`src/rtl/stx_pkg.sv`:
```
package stx_pkg;

  localparam logic [1:0] SEL_LO  = 2'd0;
  localparam logic [1:0] SEL_HI  = 2'd1;
  localparam logic [1:0] SEL_FMT = 2'd3;

  localparam int FMT_DLAB  = 7;
  localparam int FMT_BREAK = 6;

  typedef enum logic [2:0] {
    ST_IDLE, ST_START, ST_DATA, ST_PAR, ST_STOP
  } tx_state_e;

  typedef struct packed {
    logic [1:0] len;
    logic       stop_ext;
    logic       par_en;
    logic [1:0] par_sel;
  } frame_fmt_t;

  function automatic frame_fmt_t decode_fmt(input logic [7:0] c);
    frame_fmt_t f;
    f.len      = c[1:0];
    f.stop_ext = c[2];
    f.par_en   = c[3];
    f.par_sel  = c[5:4];
    return f;
  endfunction

  function automatic logic par_bit(input logic [7:0] d, input logic [1:0] len,
                                   input logic [1:0] sel);
    logic [7:0] m;
    m = d & (8'hFF >> (2'd3 - len));
    case (sel)
      2'd0:    return ~^m;
      2'd1:    return ^m;
      2'd2:    return 1'b1;
      default: return 1'b0;
    endcase
  endfunction

endpackage

```
`src/rtl/stx_regs.sv`:
```
module stx_regs
  import stx_pkg::*;
#(
  parameter int              DIV_W     = 16,
  parameter logic [DIV_W-1:0] DIV_RESET = 1,
  parameter logic [7:0]      FMT_RESET = 8'h03
) (
  input  logic             clk,
  input  logic             rst,
  input  logic             we,
  input  logic [1:0]       sel,
  input  logic [7:0]       wdata,
  input  logic             take,
  output logic [7:0]       fmt_ctl,
  output logic [DIV_W-1:0] divisor,
  output logic [7:0]       hold_data,
  output logic             hold_full,
  output logic             div_wr
);

  logic dlab;
  assign dlab   = fmt_ctl[FMT_DLAB];
  assign div_wr = we && dlab && (sel == SEL_LO || sel == SEL_HI);

  always_ff @(posedge clk) begin
    if (rst) begin
      fmt_ctl   <= FMT_RESET;
      divisor   <= DIV_RESET;
      hold_data <= '0;
      hold_full <= 1'b0;
    end else begin
      if (take) hold_full <= 1'b0;
      if (we) begin
        case (sel)
          SEL_LO: begin
            if (dlab) divisor[7:0] <= wdata;
            else begin
              hold_data <= wdata;
              hold_full <= 1'b1;
            end
          end
          SEL_HI:  if (dlab) divisor[DIV_W-1:8] <= wdata[DIV_W-9:0];
          SEL_FMT: fmt_ctl <= wdata;
          default: ;
        endcase
      end
    end
  end

endmodule

```
`src/rtl/stx_baud.sv`:
```
module stx_baud #(
  parameter int DIV_W = 16
) (
  input  logic             clk,
  input  logic             rst,
  input  logic             restart,
  input  logic [DIV_W-1:0] divisor,
  output logic             tick
);

  logic [DIV_W-1:0] cnt;
  logic [DIV_W-1:0] lim;

  assign lim = (divisor == '0) ? '0 : divisor - 1'b1;

  always_ff @(posedge clk) begin
    if (rst || restart) begin
      cnt  <= '0;
      tick <= 1'b0;
    end else if (cnt >= lim) begin
      cnt  <= '0;
      tick <= 1'b1;
    end else begin
      cnt  <= cnt + 1'b1;
      tick <= 1'b0;
    end
  end

endmodule

```
`src/rtl/stx_shift.sv`:
```
module stx_shift
  import stx_pkg::*;
#(
  parameter int OVS = 16
) (
  input  logic       clk,
  input  logic       rst,
  input  logic       tick,
  input  logic       hold_full,
  input  logic [7:0] hold_data,
  input  logic [7:0] fmt_ctl,
  output logic       take,
  output logic       line_q,
  output logic       busy
);

  localparam int TW = $clog2(2 * OVS);
  localparam logic [TW-1:0] LAST_1  = TW'(OVS - 1);
  localparam logic [TW-1:0] LAST_15 = TW'(OVS + OVS / 2 - 1);
  localparam logic [TW-1:0] LAST_2  = TW'(2 * OVS - 1);

  tx_state_e  state;
  logic [TW-1:0] tcnt;
  logic [2:0] bcnt;
  logic [7:0] shreg;
  frame_fmt_t fmt;
  logic       pbit;
  logic [TW-1:0] stop_last;
  logic       level;
  logic       stop_done;
  logic       bit_done;

  always_comb begin
    if (!fmt.stop_ext)      stop_last = LAST_1;
    else if (fmt.len == 0)  stop_last = LAST_15;
    else                    stop_last = LAST_2;
  end

  assign bit_done  = tick && (tcnt == LAST_1);
  assign stop_done = (state == ST_STOP) && tick && (tcnt == stop_last);
  assign take      = hold_full && ((state == ST_IDLE) || stop_done);
  assign busy      = (state != ST_IDLE);

  always_comb begin
    case (state)
      ST_START: level = 1'b0;
      ST_DATA:  level = shreg[0];
      ST_PAR:   level = pbit;
      default:  level = 1'b1;
    endcase
  end

  always_ff @(posedge clk) begin
    if (rst) begin
      state  <= ST_IDLE;
      tcnt   <= '0;
      bcnt   <= '0;
      shreg  <= '0;
      fmt    <= '0;
      pbit   <= 1'b0;
      line_q <= 1'b1;
    end else begin
      line_q <= fmt_ctl[FMT_BREAK] ? 1'b0 : level;
      if (take) begin
        shreg <= hold_data;
        fmt   <= decode_fmt(fmt_ctl);
        pbit  <= par_bit(hold_data, fmt_ctl[1:0], fmt_ctl[5:4]);
        state <= ST_START;
        tcnt  <= '0;
        bcnt  <= '0;
      end else if (tick) begin
        case (state)
          ST_START: begin
            if (bit_done) begin
              tcnt  <= '0;
              state <= ST_DATA;
            end else tcnt <= tcnt + 1'b1;
          end
          ST_DATA: begin
            if (bit_done) begin
              tcnt  <= '0;
              shreg <= shreg >> 1;
              if (bcnt == 3'(fmt.len) + 3'd4)
                state <= fmt.par_en ? ST_PAR : ST_STOP;
              else
                bcnt <= bcnt + 1'b1;
            end else tcnt <= tcnt + 1'b1;
          end
          ST_PAR: begin
            if (bit_done) begin
              tcnt  <= '0;
              state <= ST_STOP;
            end else tcnt <= tcnt + 1'b1;
          end
          ST_STOP: begin
            if (tcnt == stop_last) begin
              tcnt  <= '0;
              state <= ST_IDLE;
            end else tcnt <= tcnt + 1'b1;
          end
          default: tcnt <= '0;
        endcase
      end
    end
  end

endmodule

```
`src/rtl/serial_tx_framer.sv`:
```
module serial_tx_framer #(
  parameter int              DIV_W     = 16,
  parameter int              OVS       = 16,
  parameter logic [DIV_W-1:0] DIV_RESET = 1,
  parameter logic [7:0]      FMT_RESET = 8'h03
) (
  input  logic       clk,
  input  logic       rst,
  input  logic       reg_we,
  input  logic [1:0] reg_sel,
  input  logic [7:0] reg_wdata,
  output logic       txd,
  output logic       hold_empty,
  output logic       xmit_empty
);

  logic [7:0]       fmt_ctl;
  logic [DIV_W-1:0] divisor;
  logic [7:0]       hold_data;
  logic             hold_full;
  logic             div_wr;
  logic             take;
  logic             tick;
  logic             shift_busy;

  stx_regs #(
    .DIV_W(DIV_W), .DIV_RESET(DIV_RESET), .FMT_RESET(FMT_RESET)
  ) i_regs (
    .clk(clk), .rst(rst), .we(reg_we), .sel(reg_sel), .wdata(reg_wdata),
    .take(take), .fmt_ctl(fmt_ctl), .divisor(divisor),
    .hold_data(hold_data), .hold_full(hold_full), .div_wr(div_wr)
  );

  stx_baud #(.DIV_W(DIV_W)) i_baud (
    .clk(clk), .rst(rst), .restart(div_wr), .divisor(divisor), .tick(tick)
  );

  stx_shift #(.OVS(OVS)) i_shift (
    .clk(clk), .rst(rst), .tick(tick), .hold_full(hold_full),
    .hold_data(hold_data), .fmt_ctl(fmt_ctl), .take(take),
    .line_q(txd), .busy(shift_busy)
  );

  assign hold_empty = !hold_full;
  assign xmit_empty = !hold_full && !shift_busy;

endmodule

```
`config.mk`:
```
export PLATFORM = sky130hd
export DESIGN_NAME = serial_tx_framer
export DESIGN_NICKNAME = d
export VERILOG_FILES = /design/src/rtl/stx_pkg.sv /design/src/rtl/stx_regs.sv /design/src/rtl/stx_baud.sv /design/src/rtl/stx_shift.sv /design/src/rtl/serial_tx_framer.sv
export SDC_FILE = /design/constraint.sdc
export NUM_CORES = 1
export LEC_CHECK = 0
export BUFFER_PORTS_ARGS = -buffer_cell sky130_fd_sc_hd__buf_2
export CAP_MARGIN = 30
export CORE_MARGIN = 4
export CORE_UTILIZATION = 40
export CTS_CLUSTER_DIAMETER = 30
export DETAILED_ROUTE_END_ITERATION = 8
export HOLD_SLACK_MARGIN = 0.02
export PLACE_DENSITY = 0.53
export SKIP_LAST_GASP = 1
export SYNTH_ARGS = -nofsm -noshare
export SYNTH_HDL_FRONTEND = slang
export SYNTH_HIERARCHICAL = 1
export SYNTH_SLANG_ARGS = --single-unit
```
`constraint.sdc`:
```
create_clock -name clk -period 3.5 [get_ports clk]
set_input_delay 0.35 -clock clk [delete_from_list [all_inputs] [get_ports clk]]
set_output_delay 0.35 -clock clk [all_outputs]
set_load 0.02 [all_outputs]
```
==> impl_metrics.csv <==
group,metric,value,unit
outcome,run_status,"finished clean",
synth,ys_seq_elements,75,
critical_path,critical-path-max-stage-delay,0.67,ns
clock_tree,number_of_buffers_inserted_during_clock_tree_synthesis,9,
global_route,track_usage,15.8,%
placed_design,dpl_cell_area,4470,um2
critical_path,worstSetupStartpointType,"flop",
timing,fin_skew,0.00971,ns
clock_tree,clock-sinks,75,
synth,synth_cell_type_count,62,
floorplan,chip_width,112,um
clock_tree,cts-htree-levels,3,
floorplan,initial_core_utilization,41.3,%
timing,setup-violations-final,0,
global_route,globalRouteMet3Util,2.61,%
global_route,initial_antenna_violation_count,0,
clock_tree,clk_transition_reported_paths,0.09,ns
global_route,grt_pass1_wl,16300,um
synth,postSynthAreaPerCell,8.95,um2
clock_tree,holdBufCountCts,0,
placed_design,dp_hpwl,7060,um
clock_tree,cts_root_buffer,"sky130_fd_sc_hd__clkbuf_8",
critical_path,crit_fanout,16,
route,dr.first_iter.drc_count,157,
route,drc_markers,0,
critical_path,cp.depth,9,
worst_hold_path,hold_path.class,"in -> reg",
floorplan,die_h,112,um
timing,slew_headroom,39.7,%
cells_and_area,design_area,4700,um2
synth,synth.yosys.seq_area_share,34.9,%
floorplan,placement_rows,37,
synth,synthesis.nets,516,
global_route,pin_count_of_the_biggest_net_entering_global_routing,61,
global_route,global_route_met2_usage,24.5,%
clock_tree,cts_tree,"built",
route,first_pass_detailed_route_iteration_total,4,
critical_path,worst_path_class_setup,"reg -> reg",
critical_path,critPathArrivalTime,3.48,ns
critical_path,crit_buf_inv,0,
critical_path,worst_path_max_delay_cell,"sky130_fd_sc_hd__a2111o_1",
synth,synthArstFlopShare,0,%
timing,crit_path_time_final,3.23,ns
placed_design,dp_cells,614,
global_route,grt_busiest_layer,"met2",
critical_path,worstPathRequired,3.75,ns
job,number_of_max_capacitance_violations_reported,0,
global_route,grt_remaining_overflow,0,
synth,ys_warn_count,6,
route,route.vias.total,3437,
clock_tree,source_to_sink_clock_delay_at_the_later_pin_of_the_worst_skew_pair,0.35,ns
timing,max_slew_violation_count,0,
synth,synth_enable_flop_cells,0,
timing,setup_slack,0.275,ns
timing,tightest_pin_transition,0.904,ns
clock_tree,clock_tree.buffer_depth,2,
timing,unrepaired_setup_endpoints_after_global_routing,"false",
clock_tree,cts_resized,0,
critical_path,timing.critical_path.cells,"or4_4 -> nor4_4 -> nand3_2 -> nand2_1 -> ha_1 -> a21oi_1 -> o21ai_1 -> a2111o_1 -> nor4b_1",
global_route,global_route.usage.met1,22.4,%
critical_path,dominant_delay_contributor_by_cell_family_on_the_critical_path,"simple AND/OR/NAND/NOR gates",
floorplan,design.die.area,12500,um2
timing,min_period_over_period,92.2,%
power,powerDensity,377,nW/um2
cells_and_area,number_of_inserted_diodes,0,
placed_design,port_buffers,15,
cells_and_area,post_layout_nonfiller_instances,630,
cells_and_area,final_nets,524,
critical_path,worst_setup_path_end_kind,"flop",
route,wl,9550,um
synth,mappedNetlistArea,4310,um2
synth,syn_inst,481,
floorplan,core_area,10400,um2
worst_hold_path,hold_depth,3,
placed_design,pre_cts_setup_slack,0.315,ns
cells_and_area,synthToLayoutAreaGrowth,9.15,%
cells_and_area,final.fill_count,1033,
power,max-vdd-ir-drop,0.168,mV
synth,yosys_most_used_dff,"sky130_fd_sc_hd__dfxtp_1",
route,route.detailed.vias_per_inst,5.46,
route,routed_wire_length_per_instance,15.2,um
route,antenna_left,0,
timing,setup_total_negative_slack,0,ns
cells_and_area,final_layout_size_suffix_gt1_share,10.5,%
power,leakagePower,1.78,nW
placed_design,place_congestion,0.855,
floorplan,number_of_top_level_design_ports,16,
global_route,grt_pass1_vias,3310,
timing,finalHoldViolations,0,
critical_path,reg2regPathDepth,9,
timing,achievable-frequency,0.310,GHz
clock_tree,setup_buffers_after_cts,0,
==> worst register-to-register path, stage by stage, from the launching register on <==
cell and delay [ns]:
sky130_fd_sc_hd__dfxtp_1 0.36, sky130_fd_sc_hd__or4_4 0.58, sky130_fd_sc_hd__nor4_4 0.30, sky130_fd_sc_hd__nand3_2 0.23
sky130_fd_sc_hd__nand2_1 0.15, sky130_fd_sc_hd__ha_1 0.24, sky130_fd_sc_hd__a21oi_1 0.13, sky130_fd_sc_hd__o21ai_1 0.09
sky130_fd_sc_hd__a2111o_1 0.67, sky130_fd_sc_hd__nor4b_1 0.38
==> synth_stat cells (all sizes together) (4+ instances only) <==
master | count | share of area (%)
dfxtp | 75 | 35
nand2 | 39 | 3.4
nand2b | 39 | 5.7
mux2i | 36 | 8.4
a21oi | 30 | 3.5
xnor2 | 25 | 5.3
nor4 | 24 | 3.8
ha | 22 | 6.4
inv | 20 | 1.7
nor2 | 19 | 1.8
nand3 | 17 | 2.1
o21ai | 15 | 1.8
clkbuf | 13 | 1.1
o211ai | 12 | 2.1
buf | 10 | 1.5
nor3 | 10 | 1.2
xor2 | 10 | 2.2
nand4 | 8 | 1.2
a32oi | 7 | 1.4
and3 | 4 | 0.58
==> final timing paths <==
| kind | slack, ns | start | end |
|---|---|---|---|
| hold reg to reg | 0.48 | i_regs/fmt_ctl[3]$_SDFFE_PP0P_ | i_shift/fmt[2]$_SDFFE_PP0P_ |
| setup reg to reg | 0.27 | i_regs/divisor[3]$_SDFFE_PP0P_ | i_baud/cnt[1]$_SDFF_PP0_ |
| setup / recovery | 0.27 | i_regs/divisor[3]$_SDFFE_PP0P_ | i_baud/cnt[1]$_SDFF_PP0_ |
| hold / removal | 0.28 | reg_wdata[1] | i_regs/fmt_ctl[1]$_SDFFE_PP1P_ |
==> area by class of cell <==
type / count / area [um2] / area share, %
Clock buffer: 9 / 124 / 2.64
Tap cell: 136 / 170 / 3.62
Sequential cell: 75 / 1500 / 31.9
Inverter: 20 / 75.1 / 1.60
Multi-Input combinational cell: 363 / 2620 / 55.8
Clock inverter: 7 / 98.8 / 2.10
Timing Repair Buffer: 20 / 110 / 2.34
==> layer usage <==
metal	wire, um	share of wire, %
met4	127	1.3
met2	4250	45
met1	4900	51
met5	0	0
met3	272	2.8
==> registers in the layout, summed over array words and instances, names as in the netlist <==
signal and cells:
i_regs/divisor 16, i_regs/hold_data 8, i_regs/hold_full 1, i_baud/cnt 16, i_shift/fmt 4, i_shift/bcnt 3
i_baud/tick 1, i_shift/state 3, i_shift/pbit 1, i_shift/line_q 1, i_regs/fmt_ctl 8, i_shift/shreg 8
i_shift/tcnt 5
==> power breakdown <==
part	internal, mW	switching (mW)
Clock	0.406	0.342
Combinational	0.0555	0.0811
Sequential	0.868	0.0196
Total	1.33	0.443
==> kinds of logic after synthesis <==
| group | share of synthesized area [%] |
|---|---|
| and+or+nand+nor | 24.5 |
| DFF | 34.9 |
| buffers and inverters | 4.39 |
| muxes | 8.37 |
| xor gates and xnor gates | 7.99 |
| adders and majority gates | 6.39 |
| AOI/OAI and AO/OA | 13.5 |
==> layout by cell type, fill, tap and decap left out, types with 3 or more instances in the layout <==
cell | Yosys | final
sky130_fd_sc_hd__clkbuf_8 | 0 | 9
sky130_fd_sc_hd__dfxtp_1 | 75 | 75
sky130_fd_sc_hd__xnor2_1 | 24 | 24
sky130_fd_sc_hd__o21ai_0 | 12 | 12
sky130_fd_sc_hd__a21oi_1 | 30 | 30
sky130_fd_sc_hd__a21o_1 | 3 | 3
sky130_fd_sc_hd__buf_2 | 7 | 16
sky130_fd_sc_hd__a211o_1 | 3 | 3
sky130_fd_sc_hd__o211ai_1 | 12 | 12
sky130_fd_sc_hd__xor2_1 | 9 | 9
sky130_fd_sc_hd__nand2_1 | 39 | 39
sky130_fd_sc_hd__a32oi_1 | 7 | 7
sky130_fd_sc_hd__and3_1 | 4 | 4
sky130_fd_sc_hd__nand3_1 | 16 | 16
sky130_fd_sc_hd__inv_1 | 20 | 20
sky130_fd_sc_hd__nand4_1 | 8 | 8
sky130_fd_sc_hd__nor3_1 | 10 | 10
sky130_fd_sc_hd__nor2_1 | 18 | 18
sky130_fd_sc_hd__nand2b_1 | 39 | 39
sky130_fd_sc_hd__buf_4 | 1 | 4
sky130_fd_sc_hd__nor3b_2 | 2 | 3
sky130_fd_sc_hd__ha_1 | 22 | 22
sky130_fd_sc_hd__nor4_1 | 23 | 23
sky130_fd_sc_hd__mux2i_1 | 36 | 36
==> per-stage QoR <==
| stage | hold slack, ns | utilization [%] | total power [mW] |
|---|---|---|---|
| 5_1_grt | 0.313 | 45.1 | 1.85 |
| 2_1_floorplan | 0.419 | - | 1.00 |
| 4_1_cts | 0.261 | 45.1 | 1.80 |
| 6_report | 0.278 | 45.1 | 1.77 |
| 3_5_place_dp | 0.467 | 42.9 | 1.04 |
| 3_3_place_gp | 0.470 | 42.9 | 1.04 |
Power figures use the tool's default switching activity.
